--- src/rtl/slice_fifo.sv ---
module slice_fifo #(
  parameter int NARROW_W = 5,
  parameter int DEPTH    = 8
) (
  input  logic                  clk,
  input  logic                  rst_n,
  input  logic                  in_valid,
  output logic                  in_ready,
  input  logic [NARROW_W*3-1:0] in_data,
  output logic                  out_valid,
  input  logic                  out_take,
  output logic [NARROW_W-1:0]   out_data
);
  localparam int RATIO  = 3;
  localparam int WIDE_W = NARROW_W * RATIO;
  localparam int AW     = (DEPTH > 1) ? $clog2(DEPTH) : 1;
  localparam int SW     = $clog2(RATIO);

  logic [WIDE_W-1:0] store [DEPTH];
  logic [AW-1:0]     widx, ridx;
  logic              wwrap, rwrap;
  logic [SW-1:0]     slc;
  logic              full, empty, wr_go, rd_go, last_slc;
  logic [WIDE_W-1:0] head;

  assign empty     = (widx == ridx) && (wwrap == rwrap);
  assign full      = (widx == ridx) && (wwrap != rwrap);
  assign in_ready  = !full;
  assign out_valid = !empty;
  assign wr_go     = in_valid && !full;
  assign rd_go     = out_take && !empty;
  assign last_slc  = (slc == SW'(RATIO - 1));
  assign head      = store[ridx];

  always_comb begin
    out_data = '0;
    for (int k = 0; k < RATIO; k++)
      if (slc == SW'(k)) out_data = head[k*NARROW_W +: NARROW_W];
  end

  always_ff @(posedge clk)
    if (wr_go) store[widx] <= in_data;

  always_ff @(posedge clk) begin
    if (!rst_n) begin
      widx  <= '0;
      wwrap <= 1'b0;
    end else if (wr_go) begin
      if (widx == AW'(DEPTH - 1)) begin
        widx  <= '0;
        wwrap <= !wwrap;
      end else begin
        widx <= widx + 1'b1;
      end
    end
  end

  always_ff @(posedge clk) begin
    if (!rst_n) begin
      ridx  <= '0;
      rwrap <= 1'b0;
      slc   <= '0;
    end else if (rd_go) begin
      if (last_slc) begin
        slc <= '0;
        if (ridx == AW'(DEPTH - 1)) begin
          ridx  <= '0;
          rwrap <= !rwrap;
        end else begin
          ridx <= ridx + 1'b1;
        end
      end else begin
        slc <= slc + 1'b1;
      end
    end
  end
endmodule

--- config.mk ---
export PLATFORM = sky130hd
export DESIGN_NAME = slice_fifo
export DESIGN_NICKNAME = d
export VERILOG_FILES = /design/src/rtl/slice_fifo.sv
export SDC_FILE = /design/constraint.sdc
export NUM_CORES = 1
export LEC_CHECK = 0
export ABC_AREA = 1
export CAP_MARGIN = 20
export CORE_MARGIN = 1
export CORE_UTILIZATION = 45
export CTS_BUF_LIST = sky130_fd_sc_hd__clkbuf_2 sky130_fd_sc_hd__clkbuf_4 sky130_fd_sc_hd__clkbuf_8
export DETAILED_ROUTE_END_ITERATION = 8
export GPL_TIMING_DRIVEN = 0
export HOLD_SLACK_MARGIN = 0.08
export SYNTH_ARGS = -nofsm -noshare
export SYNTH_HDL_FRONTEND = slang
export SYNTH_SLANG_ARGS = --single-unit
export TNS_END_PERCENT = 1
--- constraint.sdc ---
create_clock -name clk -period 2.8 [get_ports clk]
set_input_delay 0.84 -clock clk [delete_from_list [all_inputs] [get_ports clk]]
set_output_delay 0.84 -clock clk [all_outputs]
set_load 0.01 [all_outputs]
; Word level (Yosys, flattened, before mapping)
; Memory sizes are Yosys's and may differ from the RTL's. A register that Yosys moved wholly into a read port is not among the register bits.
; Index checks and enable logic that the tools add are counted.
[word_totals]
register_bits = 10
mem_count = 1
ram_bits = 120
output_inout_bits = 7
word_cells = 38
[memory_table]
columns = name, words, width, read_ports, rd_ports_with_merged_regs, wr, line_no
row1 = store, 8, 15, 1, 1, 1, 19  ; logic [WIDE_W-1:0] store [DEPTH];
[classes]
add_sub_neg = 3
reduce_logical = 12
n_mux = 10
n_eq_ne = 7
[ops]
columns = op, count
row1 = 2-to-1 mux 5 bit, 3
row2 = 2-to-1 mux 3 bit, 4
row3 = adder 3 x 1 -> 3 bit (second input constant), 2
row4 = equality test 3 bit (second input constant), 2
row5 = logical AND 1 bit, 4
row6 = logical NOT 1 bit, 4
row7 = AND reduction 2 bit, 2
row8 = equality test 3 bit, 1
row9 = AND reduction 3 bit, 1
row10 = adder 2 x 1 -> 2 bit (second input constant), 1
row11 = equality test 2 x 1 -> 1 bit (second input constant), 1
row12 = equality test 2 bit (second input constant), 1
row13 = logical NOT 2 bit, 1
row14 = 2-to-1 mux 1 bit, 2
row15 = 2-to-1 mux 2 bit, 1
row16 = equality test 1 bit, 1
row17 = inequality test 1 bit, 1

; Longest topological paths before layout
; Gate-level depths: netlist of the first run.
[logic_depth]
depth_word = 7
ltp_mapped = 10

; Worst setup path before layout of the first run
; OpenSTA, ideal clock, no wires.
[synth_path]
path_type = input port to flip-flop
startpoint = input in_valid
endpoint = memory store[0][0] (netlist name), enable pin
n_path_buf = 0
cell_stages = 4
arrival_ns = 1.711
setup_ns = 0.386
setup_slack_ns = 0.703
path_cell_list = nand2_4 > inv_4 > nand2_1 > nor2_1
[synth_via]
elab_chain_len = 3
[synth_lines]
columns = element, line_no
row1 = start: declaration, 7  ; input logic in_valid,
row2 = logical AND 1 bit, 30  ; assign wr_go = in_valid && !full;
row3 = 2-to-1 mux 1 bit, 42  ; if (wr_go) store[widx] <= in_data;
row4 = 2-to-1 mux 1 bit (implied by the code), 42
row5 = end: declaration, 19
; Every way passes these cells.

==> flow_summary.yaml, run 1 <==
pwr:
  power_density_nw_per_um2: 638
  clkPwrFrac: 0.326
  p_switching_mw: 0.991
  pwr-share-seq: 0.555
  ir_worst_vdd_mv: 0.235
  finalPower_mw: 4.06
  switching_share: 0.244
  p_int_mw: 3.07
  p_leak_nw: 2.17
  power_frac_comb: 0.120
worst_setup_path:
  r2r_slack_ns: 0.62
  cp_top_family: "buffers and inverters"
  critPathRequiredTime_ns: 1.96
  setup.worst_path.end_class: "output port"
  critPathLaunchType: "register"
  crit_chain: "buf_6 > inv_4 > buf_6 > o21ai_2 > o21ai_1 > o211ai_1 > nand3_1 > buf_2"
  path_max_fanout: 10
  cp_slowest_stage_delay_ns: 0.32
  crit_buf_inv: 4
  reg2regPathDepth: 8
  arrival_ns: 1.92
  path_depth: 8
  cpMaxStageDelayCell: "dfxtp_1"
  critPathMostFrequentCell: "buf_6"
  critPathKind: "reg -> out"
clock_tree:
  cts_tree: "built"
  root_buffer: "clkbuf_8"
  cts.sinks: 133
  clkLatencyLatePin_ns: 0.42
  clock_path_buffers: 2
  post-cts-setup-buffer-count: 0
  htreeDepth: 4
  hold_buffers: 0
  cts-buffers-inserted: 17
  clk_pin_slew_worst_paths_ns: 0.06
route:
  dr.pass1.iters: 7
  drt-initial-drc-count: 334
  drt_wl_total_mm: 12.7
  antenna_left: 0
  vias: 3514
  top_layer: "met4"
  via_per_inst: 5.45
  drc_errors: 1
  dr_wl_met2_mm: 6.07
  drt-met1-wl_mm: 5.61
  dr_wl_met3_um: 823
  post_drt_wl_per_cell_um: 19.7
synthesis:
  yosys_warnings: 0
  synthAdderAreaFrac: 0.00920
  ys_types: 28
  syn_area_um2: 5440
  syn_nets: 466
  synth_most_common_cell: "edfxtp_1"
  synthMuxAreaShare: 0
  synth_xor_area_frac: 0.00299
  syn_avg_cell_area_um2: 12.3
  ys_seq_elements: 133
  async_reset_ff_frac: 0
  yosysSeqAreaShare: 0.710
  synth-edff-count: 120
  yosys.area.top_type: "edfxtp_1"
  syn_inst: 443
  synth_top_family_by_area: "compound AO/OA/AOI/OAI gates"
  synthFlopType: "edfxtp_1"
  yosys.area_share.simple: 0.116
  synth_top_cell_area_share: 0.662
  synthTopCellsByArea: "edfxtp_1, nor2_1, o21ai_0, dfxtp_1, o211ai_1"
  synth_common_cells: "edfxtp_1, nor2_1, o21ai_0"
  synth_compound_area_frac: 0.123
sta:
  fmax_ghz: 0.363
  tightest_slew_ns: 0.957
  drv_slew: 0
  fin_crit_sh: 0.985
  period_minus_slack_ns: 2.76
  slew-limit-headroom: 0.362
  hold_violations: 0
  finClkSkew_ns: 0.00853
  setup_viol: 0
  rsz0062_at_grt: "yes"
min_path:
  hp-class: "reg -> reg"
  hold_depth: 2
global_route:
  grt_pass1_wl_mm: 19.2
  grt_overflow_total: 0
  grt_pass1_vias: 3441
  antenna_found_initial: 0
  gr-usage-all-layers: 0.216
  grt_max_degree: 17
die:
  num_rows: 39
  core-area_um2: 11600
  die_area_um2: 12500
  die_y_um: 112
  pin_count: 26
  start_util: 0.469
  die_w_um: 112
finish:
  fin_cells: 645
  diodes: 0
  layout-drive-gt1-share: 0.173
  nets: 516
  syn2layout_area_growth_pct: 17.0
status:
  violations: "DRC"
  outcome: "finished, violations left"
placed_design:
  placed_cells: 617
  port_buffers: 25
  dpl.hpwl_mm: 8.18
  place.gp.congestion: 0.763
job:
  cap_viol_max_count: 0
metrics by stage:
| stage | utilization | hold WS, ns | setup TNS [ns] | setup WS (ns) | cell area [um2] |
|---|---|---|---|---|---|
| floorplan | - | 0.478 | 0 | 0.703 | 5440 |
| global placement | 0.505 | 0.494 | -56.24 | -0.559 | 5870 |
| detailed placement | 0.515 | 0.509 | 0 | 0.0123 | 5980 |
| CTS | 0.546 | 0.519 | 0 | 0.00188 | 6340 |
| global route | 0.548 | 0.560 | -0.251 | -0.0659 | 6370 |
| finish | 0.548 | 0.522 | 0 | 0.0421 | 6370 |
power groups by stage:
stage | registers [mW] | logic [mW] | clock network, mW
after floorplan | 2.29 | 0.258 | 0
after global placement | 2.30 | 0.461 | 0
after detailed placement | 2.30 | 0.485 | 0
after CTS | 2.25 | 0.480 | 1.35
after global routing | 2.26 | 0.527 | 1.44
final | 2.25 | 0.486 | 1.32
layout make-up:
type	count	area, um2
Clock buffer	18	241
Fill cell	991	5250
Buffer	23	224
Multi-Input combinational cell	270	1400
Tap cell	143	179
Sequential cell	133	3860
Timing Repair Buffer	31	317
Inverter	17	71.3
Clock inverter	10	68.8
layout by cell type (no fill, tap or decap), types with 2 or more instances in the layout:
cell type / netlist / final
dfxtp_1: 13 / 13
nand2_1: 18 / 18
nand2_4: 3 / 3
clkbuf_8: 0 / 20
buf_4: 1 / 7
inv_2: 3 / 3
o21ai_1: 25 / 33
clkinv_1: 1 / 8
edfxtp_1: 120 / 120
clkbuf_1: 3 / 2
nand4_2: 2 / 2
inv_1: 10 / 10
clkdlybuf4s50_1: 0 / 20
ha_1: 4 / 4
buf_2: 11 / 4
o21ai_2: 0 / 3
clkbuf_2: 4 / 2
buf_6: 4 / 7
nor2_1: 108 / 98
o211ai_1: 30 / 30
inv_4: 3 / 3
o21ai_0: 57 / 46
nor2_2: 4 / 14
nand2_2: 4 / 4
nand3_1: 6 / 6
a21oi_1: 4 / 4
buf_8: 0 / 8
sequential cells by signal, indices dropped and copies added, names as in the netlist, named ones only:
register	cells
widx	3
store	120
rwrap	1
wwrap	1
ridx	3
slc	2
worst min-delay path: stages (launching register included):
cell and delay, ns:
dfxtp_1 0.34, nand2_1 0.07, a21oi_1 0.06
final timing paths:
path / to / from
worst max-delay path: out_data[0] / register
worst min register to register: slc[0] / slc[0]
worst min-delay path: slc[0] / slc[0]
worst max register to register: store[6][1] / widx[1]
routing by layer:
metal / vias to the layer above / track usage
li1: 1690 / -
met1: 1683 / 0.284
met2: 123 / 0.348
met3: 18 / 0.0523
met4: 0 / 0.0809
met5: - / 0
what timing repair did:
action	4_1_cts	5_1_grt
pin swaps	8	6
gates resized for setup	46	14
setup endpoints to repair	5	5
logic make-up (layout without fill, tap and decap cells):
kind of cell / count (synthesis) / after routing
adder cells (fa/ha/maj): 4 / 4
buffers and inverters: 40 / 99
AO/OA/AOI/OAI: 118 / 118
flip-flops: 133 / 133
XOR/XNOR: 1 / 1
AND/OR/NAND/NOR: 147 / 147
Note: power is estimated with default switching activity, not from simulation.
==> run 2, diff against run 1 <==
- ABC_AREA: 1 -> 0
==> run 2 against run 1 <==
The run ends with DRC, setup timing left; first-iteration DRC count fell by 49%; register-to-register slack got worse by 0.08 ns; die area fell by 1.6%; count of clock-buffer cells in the layout rose by 2; synthesized cell count fell by 29%; combinational power fell by 53%; worst setup slack got worse by 0.14 ns; highest routed layer unchanged.
==> flow_summary.yaml, run 2 <==
finish:
  largest_reg_flops: 120
  nets: 394
  syn2layout_area_growth_pct: 22.2
  seq_area_um2: 3870
  nFillCells: 924
  diodes: 0
  layout_commonest_cell: "edfxtp_1"
  reg_top3: "store x120, ridx x3, widx x3"
  multi_input_area_um2: 1490
  final_cell_mix: "edfxtp_1, mux2i_1, nand2_1, clkdlybuf4s50_1, clkbuf_8"
  largest_register: "store"
  layout-drive-gt1-share: 0.258
worst_setup_path:
  critPathRequiredTime_ns: 1.96
  arrival_ns: 2.05
  reg2regPathDepth: 6
  path_depth: 6
  cp_slowest_stage_delay_ns: 0.51
  path_max_fanout: 5
  critPathLaunchType: "register"
  crit_chain: "buf_8 > buf_12 > mux4_2 > mux2i_2 > o211ai_1 > buf_2"
  cp_top_family: "multiplexers"
  crit_buf_inv: 3
  setup.worst_path.end_class: "output port"
  cpMaxStageDelayCell: "mux4_2"
  critPathKind: "reg -> out"
clock_tree:
  root_buffer: "clkbuf_8"
  cts_tree: "built"
  cts.sinks: 133
  clk_pin_slew_worst_paths_ns: 0.07
  htreeDepth: 4
  cts-buffers-inserted: 17
  clkLatencyLatePin_ns: 0.43
  clock_path_buffers: 2
  hold_buffers: 0
sta:
  drv_slew: 0
  fin_crit_sh: 1.03
  rsz0062_at_grt: "yes"
  fmax_ghz: 0.346
  fin_ws_ns: -0.0930
  tightest_slew_ns: 0.818
  slew-limit-headroom: 0.452
  tns_ns: -0.255
  period_minus_slack_ns: 2.89
  hold_violations: 0
  fin_hold_ws_ns: 0.508
  finClkSkew_ns: 0.00874
  setup_viol: 5
status:
  outcome: "finished, violations left"
  violations: "DRC, setup timing"
placed_design:
  place.gp.congestion: 0.764
  dpl.hpwl_mm: 6.78
  dp_slack_ns: -0.284
  port_buffers: 25
synthesis:
  ys_seq_elements: 133
  synth-edff-count: 120
  yosys_warnings: 0
  synthFlopType: "edfxtp_1"
  syn_avg_cell_area_um2: 17.1
  synth_most_common_cell: "edfxtp_1"
  syn_area_um2: 5350
  synth_common_cells: "edfxtp_1, mux2i_1, nand2_1"
  async_reset_ff_frac: 0
  synthTopCellsByArea: "edfxtp_1, mux2i_1, dfxtp_1, mux4_2, nand2_1"
  ys_types: 33
  yosys.area.top_type: "edfxtp_1"
  yosysSeqAreaShare: 0.722
  syn_inst: 313
  synth_top_cell_area_share: 0.673
  syn_nets: 336
pwr:
  finalPower_mw: 4.04
  ir_worst_vdd_mv: 0.272
  power_density_nw_per_um2: 617
  p_leak_nw: 2.12
die:
  die_y_um: 111
  die_w_um: 111
  die_area_um2: 12300
  start_util: 0.465
  core-area_um2: 11500
  num_rows: 39
  pin_count: 26
route:
  drc_errors: 2
  antenna_left: 0
  drt-initial-drc-count: 171
  post_drt_wl_per_cell_um: 19.7
  via_per_inst: 5.36
  drt_wl_total_mm: 10.4
  vias: 2827
  dr.pass1.iters: 6
global_route:
  gr-usage-all-layers: 0.186
  grt_overflow_total: 0
  grt_max_degree: 17
  grt_pass1_vias: 2917
  antenna_found_initial: 0
  grt_pass1_wl_mm: 16.3
min_path:
  hp-class: "reg -> reg"
  hold_depth: 2
job:
  cap_viol_max_count: 0
[run 2: layout make-up]
class,instances,area share
Buffer,12,0.0235
Clock buffer,20,0.0392
Clock inverter,12,0.0208
Multi-Input combinational cell,166,0.227
Sequential cell,133,0.591
Tap cell,143,0.0273
Timing Repair Buffer,41,0.0707
[run 2: what timing repair did]
item | CTS | global route
pin swaps | 10 | 1
resized for setup | 51 | 9
gates cloned | 2 | 0
setup buffers | 5 | 0
setup endpoints to repair | 5 | 7
endpoints found under the hold margin | 0 | 0
[run 2: metal layers]
layer | global-route usage | up-vias | wire (um)
met5 | 0 | - | 0
met4 | 0.0784 | 0 | 171
met3 | 0.0601 | 14 | 605
met2 | 0.294 | 76 | 4940
met1 | 0.239 | 1389 | 4660
li1 | - | 1348 | -
[run 2: worst paths after layout]
| kind | start | end | slack, ns |
|---|---|---|---|
| setup / recovery | register | out_data[0] | -0.09 |
| hold / removal | slc[0] | slc[0] | 0.51 |
| hold reg to reg | slc[0] | slc[0] | 0.51 |
| setup reg to reg | widx[0] | store[0][7] | 0.54 |
[run 2: power by group]
group / internal (mW) / switching [mW]
clock network: 0.894 / 0.688
registers: 2.21 / 0.0147
logic: 0.0983 / 0.130
total: 3.20 / 0.833
[run 2: cells by family (layout without fill, tap and decap cells)]
kind of cell | after synthesis | count (layout) | share of synthesized area
AND/OR/NAND/NOR | 70 | 70 | 0.0629
flip-flops | 133 | 133 | 0.722
adder cells (fa/ha/maj) | 4 | 4 | 0.00935
multiplexers | 61 | 61 | 0.141
XOR/XNOR | 5 | 5 | 0.0110
buffers and inverters | 14 | 85 | 0.0173
AO/OA/AOI/OAI | 26 | 26 | 0.0372
[run 2: metrics by stage]
step           utilization  cell area (um2)  instances
2_1_floorplan            -             5350        313
3_3_place_gp         0.502             5780        481
3_5_place_dp         0.515             5930        490
4_1_cts              0.565             6500        527
5_1_grt              0.568             6550        527
6_report             0.568             6550        527
[run 2: worst min-delay path, cell delays in order (launching register included)]
cell and delay, ns:
dfxtp_1 0.34, nand2_1 0.06, mux2i_1 0.06
==> run 3, diff against run 2 <==
- CORE_UTILIZATION: 45 -> 59
- PLACE_DENSITY: not set -> 0.78
==> run 3 against run 2 <==
Hold slack improved by 0.012 ns; first-iteration DRC count rose by 84%; count of clock-buffer cells in the layout fell by 3; critical endpoint is now out_data[3]; the flow finishes with violations (setup timing); non-clock buffer count fell by 2; sequential share of layout area rose by 1.3 points; combinational power rose by 2%; routed wire length rose by 4.7%; register-to-register slack got worse by 0.04 ns.
==> flow_summary.yaml, run 3 (synthesized netlist as in run 2, its figures left out) <==
global_route:
  grt_use_met3: 0.0619
  grt_overflow_total: 0
  grt_busiest_layer: "met2"
  gr-usage-all-layers: 0.251
  antenna_found_initial: 0
  grt_pass1_wl_mm: 17.0
  grtUsageMet1: 0.341
  met2_usage: 0.398
  grt_pass1_vias: 3067
  grt_max_degree: 17
min_path:
  hold_depth: 2
  hp-class: "reg -> reg"
  min-delay-start: "wwrap"
  whs_endpoint: "wwrap"
status:
  violations: "setup timing"
  outcome: "finished, violations left"
sta:
  finClkSkew_ns: 0.00825
  period_minus_slack_ns: 2.87
  fmax_ghz: 0.349
  fin_crit_sh: 1.02
  rsz0062_at_grt: "yes"
  drv_slew: 0
  hold_violations: 0
  setup_viol: 5
  slew-limit-headroom: 0.416
  fin_ws_ns: -0.0684
  tightest_slew_ns: 0.871
route:
  via_per_inst: 6.03
  antenna_left: 0
  vias: 2948
  dr.pass1.iters: 4
  drt-initial-drc-count: 314
  drc_errors: 0
  drt_wl_total_mm: 10.9
  post_drt_wl_per_cell_um: 22.2
finish:
  largest_reg_flops: 120
  layout_commonest_cell: "edfxtp_1"
  final_cell_mix: "edfxtp_1, mux2i_1, nand2_1, clkdlybuf4s50_1, clkbuf_8"
  largest_register: "store"
  reg_top3: "store x120, ridx x3, widx x3"
  layout-drive-gt1-share: 0.236
  nets: 392
  final_util: 0.730
  syn2layout_area_growth_pct: 19.6
  fin_cells: 489
  diodes: 0
worst_setup_path:
  critPathLaunchType: "register"
  crit_chain: "buf_6 > buf_12 > mux4_2 > mux2i_2 > o211ai_1 > buf_2"
  arrival_ns: 2.03
  reg2reg_from: "widx[0]"
  r2r_slack_ns: 0.50
  critPathRequiredTime_ns: 1.96
  cpMaxStageDelayCell: "mux4_2"
  cp_slowest_stage_delay_ns: 0.50
  rr_endpoint: "store[4][14]"
  path_max_fanout: 5
  critPathKind: "reg -> out"
  reg2regPathDepth: 6
  setup.worst_path.end_class: "output port"
die:
  die_w_um: 97.3
  num_rows: 34
  core-area_um2: 8760
  pin_count: 26
  die_area_um2: 9460
  die_y_um: 97.3
  start_util: 0.611
clock_tree:
  root_buffer: "clkbuf_8"
  htreeDepth: 4
  hold_buffers: 0
  cts_tree: "built"
  cts-buffers-inserted: 17
  cts.sinks: 133
  clk_pin_slew_worst_paths_ns: 0.07
  clock_path_buffers: 2
  clkLatencyLatePin_ns: 0.43
placed_design:
  place.gp.congestion: 0.790
  port_buffers: 25
  placed_cells: 454
  dpl.hpwl_mm: 6.76
  dp_slack_ns: -0.336
pwr:
  p_leak_nw: 2.08
  power_density_nw_per_um2: 634
  ir_worst_vdd_mv: 0.369
job:
  cap_viol_max_count: 0
[run 3: worst max-delay path: cells and delay by family, from the launching register on]
| family | cells | cell delay, ns |
|---|---|---|
| flops | 1 | 0.32 |
| compound gates | 1 | 0.14 |
| mux | 2 | 0.70 |
| buf+inv | 3 | 0.43 |
[run 3: where the power goes]
group          total (mW)  switching, mW  internal, mW
clock                1.60          0.728         0.868
combinational       0.234          0.136        0.0982
sequential           2.23         0.0153          2.21
total                4.06          0.879          3.18
[run 3: how the worst max path moves through the flow]
stage              from     endpoint  slack [ns]  depth (start not counted)
2_1_floorplan  in_valid  store[4][0]        0.35                          2
3_3_place_gp   in_valid  store[0][5]       -1.31                          3
3_5_place_dp   register  out_data[1]       -0.34                          6
4_1_cts        register  out_data[3]       -0.12                          6
5_1_grt        register  out_data[4]       -0.15                          8
6_report       register  out_data[3]       -0.07                          6
[run 3: per-stage QoR]
stage	instance area (um2)	power, mW	TNS (ns)	hold slack [ns]
after floorplan	5350	2.37	0	0.462
after global placement	5740	2.48	-75.18	0.480
after detailed placement	5880	2.50	-2.29	0.512
after CTS	6370	4.07	-0.437	0.524
after global routing	6400	4.18	-0.680	0.559
final	6400	4.06	-0.261	0.519
[run 3: routing by layer]
metal	routed length, um	share of wire
met1	4560	0.42
met2	5530	0.51
met3	585	0.054
met4	193	0.018
met5	0	0
[run 3: area by class of cell]
class,count,area [um2]
buffer,13,131
clock buffer,17,234
clock inverter,14,161
fill,549,2360
multi-input combinational,166,1460
sequential,133,3870
tap,108,135
timing repair buffer,38,408
[run 3: what timing repair did]
action / in CTS / in global routing
resized for setup: 41 / 7
pin swaps: 7 / 1
setup buffers: 4 / 0
cloned: 1 / 0
endpoints found under the hold margin: 0 / 0
endpoints found under the setup margin: 5 / 7
